**config.mk**
```make
export PLATFORM = sky130hd
export DESIGN_NAME = dma_phase_splitter
export DESIGN_NICKNAME = d
export VERILOG_FILES = /design/src/rtl/dma_phase_splitter_pkg.sv /design/src/rtl/dma_split_align.sv /design/src/rtl/dma_split_lanes.sv /design/src/rtl/dma_phase_splitter.sv
export SDC_FILE = /design/constraint.sdc
export NUM_CORES = 1
export LEC_CHECK = 0
export BUFFER_PORTS_ARGS = -buffer_cell sky130_fd_sc_hd__buf_2
export CAP_MARGIN = 20
export CORE_MARGIN = 2
export CORE_UTILIZATION = 30
export CTS_CLUSTER_SIZE = 20
export DETAILED_ROUTE_END_ITERATION = 6
export PLACE_DENSITY = 0.6
export RECOVER_POWER = 50
export SLEW_MARGIN = 20
export SYNTH_ARGS = -nofsm -noshare
export SYNTH_HDL_FRONTEND = slang
export SYNTH_SLANG_ARGS = --single-unit
```
**constraint.sdc**
```tcl
create_clock -name clk -period 9.57 [get_ports clk]
set_input_delay 0.4785 -clock clk [delete_from_list [all_inputs] [get_ports clk]]
set_output_delay 0.4785 -clock clk [all_outputs]
set_load 0.1 [all_outputs]
```
**src/rtl/dma_phase_splitter_pkg.sv**
```systemverilog
package dma_phase_splitter_pkg;
  typedef enum logic {
    SPL_IDLE = 1'b0,
    SPL_RUN  = 1'b1
  } spl_state_e;
endpackage

```
**src/rtl/dma_split_align.sv**
```systemverilog
module dma_split_align #(
  parameter int ADDR_W = 32,
  parameter int OFF_W  = 3
) (
  input  logic [ADDR_W-1:0] addr_in,
  output logic [ADDR_W-1:0] addr_aligned,
  output logic [OFF_W-1:0]  addr_off
);
  // Clear the lane bits to get the word address; keep them as the offset.
  assign addr_aligned = {addr_in[ADDR_W-1:OFF_W], {OFF_W{1'b0}}};
  assign addr_off     = addr_in[OFF_W-1:0];
endmodule

```
**src/rtl/dma_split_lanes.sv**
```systemverilog
module dma_split_lanes #(
  parameter int BYTES = 8,
  parameter int OFF_W = 3,
  parameter int CNT_W = 16,
  parameter int NW    = OFF_W + 1
) (
  input  logic [OFF_W-1:0] lane_off,
  input  logic [CNT_W-1:0] avail,
  output logic [BYTES-1:0] lane_mask,
  output logic [NW-1:0]    nbytes
);
  logic [NW-1:0] gap;
  logic [NW-1:0] off_x;
  logic [NW-1:0] stop_x;

  assign off_x = {1'b0, lane_off};
  // Bytes left before the next boundary.
  assign gap = NW'(BYTES) - off_x;
  // This phase moves whichever is smaller: the gap or the bytes still left.
  assign nbytes = (avail < CNT_W'(gap)) ? avail[NW-1:0] : gap;
  assign stop_x = off_x + nbytes;

  for (genvar i = 0; i < BYTES; i++) begin : g_lane
    assign lane_mask[i] = (off_x <= NW'(i)) && (NW'(i) < stop_x);
  end
endmodule

```
**src/rtl/dma_phase_splitter.sv**
```systemverilog
module dma_phase_splitter #(
  parameter int BUS_W  = 64,
  parameter int ADDR_W = 32,
  parameter int CNT_W  = 16
) (
  input  logic                 clk,
  input  logic                 rst,
  input  logic                 start,
  input  logic [ADDR_W-1:0]    start_addr,
  input  logic [CNT_W-1:0]     byte_cnt,
  input  logic                 phase_ack,
  output logic                 phase_valid,
  output logic [ADDR_W-1:0]    phase_addr,
  output logic [BUS_W/8-1:0]   phase_be_n,
  output logic                 phase_last,
  output logic                 done
);
  import dma_phase_splitter_pkg::*;

  localparam int BYTES = BUS_W / 8;
  localparam int OFF_W = $clog2(BYTES);
  localparam int NW    = OFF_W + 1;

  spl_state_e        state_q;
  logic [CNT_W-1:0]  rem_q;
  logic [ADDR_W-1:0] addr_q;
  logic [BYTES-1:0]  be_q;
  logic              valid_q, last_q, done_q;

  logic [ADDR_W-1:0] start_aligned;
  logic [OFF_W-1:0]  start_off;
  logic [OFF_W-1:0]  sel_off;
  logic [CNT_W-1:0]  sel_cnt;
  logic [BYTES-1:0]  mask;
  logic [NW-1:0]     nb;
  logic [CNT_W-1:0]  rem_next;
  logic              idle;

  dma_split_align #(.ADDR_W(ADDR_W), .OFF_W(OFF_W)) u_align (
    .addr_in      (start_addr),
    .addr_aligned (start_aligned),
    .addr_off     (start_off)
  );

  // When idle, size the first phase from the request; while running, size the
  // next phase from the bytes that remain after the current one.
  assign idle    = (state_q == SPL_IDLE);
  assign sel_off = idle ? start_off : '0;
  assign sel_cnt = idle ? byte_cnt : rem_q;

  dma_split_lanes #(.BYTES(BYTES), .OFF_W(OFF_W), .CNT_W(CNT_W), .NW(NW)) u_lanes (
    .lane_off  (sel_off),
    .avail     (sel_cnt),
    .lane_mask (mask),
    .nbytes    (nb)
  );

  assign rem_next = sel_cnt - CNT_W'(nb);

  always_ff @(posedge clk) begin
    if (rst) begin
      state_q <= SPL_IDLE;
      rem_q   <= '0;
      addr_q  <= '0;
      be_q    <= '1;
      valid_q <= 1'b0;
      last_q  <= 1'b0;
      done_q  <= 1'b0;
    end else begin
      done_q <= 1'b0;
      case (state_q)
        SPL_IDLE: begin
          if (start) begin
            if (byte_cnt == '0) begin
              done_q <= 1'b1;
            end else begin
              state_q <= SPL_RUN;
              valid_q <= 1'b1;
              addr_q  <= start_aligned;
              be_q    <= ~mask;
              rem_q   <= rem_next;
              last_q  <= (rem_next == '0);
            end
          end
        end
        default: begin
          if (phase_ack) begin
            if (last_q) begin
              state_q <= SPL_IDLE;
              valid_q <= 1'b0;
              last_q  <= 1'b0;
              be_q    <= '1;
              done_q  <= 1'b1;
            end else begin
              addr_q <= addr_q + ADDR_W'(BYTES);
              be_q   <= ~mask;
              rem_q  <= rem_next;
              last_q <= (rem_next == '0);
            end
          end
        end
      endcase
    end
  end

  assign phase_valid = valid_q;
  assign phase_addr  = addr_q;
  assign phase_be_n  = be_q;
  assign phase_last  = last_q;
  assign done        = done_q;
endmodule

```
==> results by group <==
Run status
  • Status: complete, no violations

Global routing
  • First-pass GRT wire length: 21200 um
  • Gr usage total: 0.165
  • Number of global-route vias before repair: 4173
  • Grt ovf: 0
  • Largest net degree at the start of global routing: 90
  • Antenna violations before repair: 0

Detailed routing
  • Drt pass-1 iters: 5
  • Initial DRC Count: 292
  • DRC: 0
  • Post-route ant nets: 0
  • Mean number of vias per cell: 5.31
  • DR WL/cell: 15.4 um
  • Drt total wl: 13000 um
  • Routed via count: 4468

Logic synthesis
  • Synth Instances: 580
  • Synth unique cells: 79
  • Leading area contributor after synthesis: dfxtp_1
  • Synth top area cells: dfxtp_1 (26%), a21oi_1 (6.3%), nand2_1 (5.2%), nor2_1 (4.7%), o21ai_0 (3.7%)
  • Sequential share of the synthesized area: 0.261
  • Synth Area in Simple Gates: 0.275
  • Top FF cell, synth: dfxtp_1
  • Asr flop ratio synth: 0
  • Most numerous cell in the Yosys netlist: nand2_1
  • Most common library cells after synthesis: nand2_1 (60), dfxtp_1 (57), a21oi_1 (55), nor2_1 (55), o21ai_0 (32)
  • Yosys warnings: 0
  • Post-synth EDFFs: 0
  • Post-Synth Adder-Cell Area: 0.0435
  • Post-synthesis mux area share: 0.0378
  • Post-synthesis xor/xnor area fraction: 0.0263
  • Largest family of logic cells by synthesized area: compound AO/OA/AOI/OAI gates
  • Mapped Area: 4370 um2
  • Top-area cell type share of the netlist area: 0.261
  • Syn Area/Cell: 7.54 um2
  • Synth Area in Compound Gates: 0.286
  • Register bit total from synthesis: 57

STA
  • Final setup violation count: 0
  • Setup TNS: 0 ns
  • RSZ-0062 raised after global routing: no
  • Worst clock skew: 0.0108 ns
  • Slew margin rel.: 0.111
  • Min Tclk post-route: 5.63 ns
  • Final hold violation count: 0
  • WHS: 0.426 ns
  • Pins over their slew limit: 0
  • Worst Max-Slew Pin Slew: 1.33 ns
  • Final worst-path cycle share: 0.589
  • Max Clk Rate: 177 MHz

Placement
  • Routability cong.: 0.882
  • Hpwl dp: 9120 um
  • Cell Area, Placed: 4900 um2
  • DP Cell Count: 825
  • PortBufs: 91

Layout
  • Fill cell count: 1539
  • FF/Latch Area: 1140 um2
  • Layout cells sized above 1: 0.142
  • Antenna cells: 0
  • Nets: 718
  • Area Growth Syn to Fin: 16.9%
  • Final core utilization: 0.356
  • Multi-input combinational cell area: 2940 um2
  • Non-Filler Instances: 841
  • Area of all placed cells without fillers: 5110 um2

Floorplan
  • Die height: 125 um
  • Die area: 15600 um2
  • Core ar.: 14400 um2
  • Die Span X: 125 um
  • Rows: 44
  • Starting density of the core: 0.304
  • Ports: 95

Worst setup path
  • Max incr delay on CP: 0.79 ns
  • Required time of the critical path: 9.81 ns
  • CP Class: flop to flop
  • Crit path from: state_q
  • Critical Path AT: 5.87 ns
  • Critical Path Fanout Max: 89
  • Worst reg2reg startpoint: state_q
  • Crit start category: flop
  • CP cell instances: buf_4 > or4b_4 > o21a_4 > or3_4 > nor2_1 > nor2_1 > a21oi_1 > ha_1 > inv_1 > fa_1 > a21o_1 > nor4_4 > a21oi_2 > a211o_1 > a2111oi_2 > nand4_1 > o31ai_1
  • CP most frequent cell: nor2_1
  • Crit-path slowest cell: buf_4
  • CP Capture Type: flop

CTS
  • CTS Buffer Depth: 2
  • Post-CTS Resized: 0
  • Root buf cell: clkbuf_16
  • Sink Count: 57
  • Post CTS Setup Buffer Count: 0
  • Htree depth: 3
  • Hold_buf cts: 0
  • Clk_lat worst skew: 0.33 ns
  • CTS tree: done
  • CTS Buf Count: 9
  • CTS clk-pin slew, worst paths: 0.06 ns

Worst hold path
  • Path type of the worst min-delay path: primary input to flop
  • Worst Hold Launch: start_addr[21]

Job
  • Max cap viols: 0

Pwr
  • Pwr dens: 189 nW/um2
  • VDD IR-drop max: 118 uV
  • Static leakage: 1.91 nW
[worst paths after layout]
path                     to  slack [ns]  depth (start not counted)
max reg2reg      phase_last        3.94                         17
min reg2reg        rem_q[1]        0.46                          2
max              phase_last        3.94                         17
min          phase_addr[21]        0.43                          3
[where the power goes]
part	switching [W]	internal (W)	leakage [nW]
Clock	0.000123	0.000181	0.135
Sequential	0.0000271	0.000262	0.469
Combinational	0.000271	0.000101	1.31
Total	0.000421	0.000544	1.91
[sequential cells by signal (all words and copies together), names as in the netlist]
register	flops
rem_q	16
phase_valid	1
done	1
phase_addr	29
phase_be_n	8
state_q	1
phase_last	1
[critical path: cells and delay by family, from the launching register on]
family / cells / cell delay (ns)
AO/OA/AOI/OAI: 7 / 1.66
adder cells (fa/ha/maj): 2 / 0.60
buffers and inverters: 2 / 0.84
flip-flops: 1 / 0.59
AND/OR/NAND/NOR: 6 / 1.83
[layout make-up]
| cell class | instances | share of cell area |
|---|---|---|
| clock buffers | 11 | 0.0475 |
| clock inverters | 5 | 0.00612 |
| well taps | 184 | 0.0451 |
| inverters | 22 | 0.0162 |
| repair buffers | 97 | 0.0872 |
| multi-input cells | 465 | 0.575 |
| flip-flops and latches | 57 | 0.223 |
[cell usage in the layout (no fill, tap or decap), types with 5 or more instances in the layout]
| cell type | netlist | routed |
|---|---|---|
| nand2_1 | 60 | 60 |
| dfxtp_1 | 57 | 57 |
| nor2_1 | 55 | 55 |
| a21oi_1 | 55 | 55 |
| buf_2 | 4 | 50 |
| clkbuf_1 | 23 | 43 |
| o21ai_0 | 32 | 32 |
| nor3_1 | 24 | 24 |
| inv_1 | 22 | 22 |
| nand3_1 | 16 | 16 |
| a211oi_1 | 15 | 15 |
| nor2b_1 | 14 | 14 |
| nand4_1 | 12 | 12 |
| mux2i_1 | 12 | 12 |
| ha_1 | 12 | 12 |
| a21o_1 | 10 | 10 |
| clkbuf_16 | 0 | 9 |
| a22oi_1 | 8 | 8 |
| nand2b_1 | 7 | 7 |
| and3_1 | 7 | 7 |
| o22ai_1 | 7 | 7 |
| and2_1 | 7 | 6 |
| nand3b_1 | 6 | 6 |
| xnor2_1 | 5 | 5 |
| xor2_1 | 5 | 5 |
| o21ai_1 | 5 | 5 |
| buf_4 | 3 | 5 |
[cell families (layout without fill, tap and decap cells)]
group | count (synthesis) | count (layout)
simple gates | 235 | 235
xor+xnor | 11 | 11
compound gates | 186 | 186
mux | 16 | 16
flops | 57 | 57
other cells | 1 | 3
fa+ha+maj | 14 | 14
buf+inv | 60 | 135
[metrics by stage]
stage,worst slack (ns),total power (W)
floorplan,3.88,0.000596
global placement,4.24,0.000668
detailed placement,4.11,0.000668
CTS,4.08,0.000970
global route,3.54,0.00101
finish,3.94,0.000964
[metal layers]
| metal | share of wire | routed length [um] | GRT usage |
|---|---|---|---|
| met1 | 0.50 | 6440 | 0.225 |
| met2 | 0.45 | 5870 | 0.267 |
| met3 | 0.038 | 491 | 0.0314 |
| met5 | 0 | 0 | 0 |
| met4 | 0.013 | 174 | 0.0436 |
(Power assumes the default switching activity.)
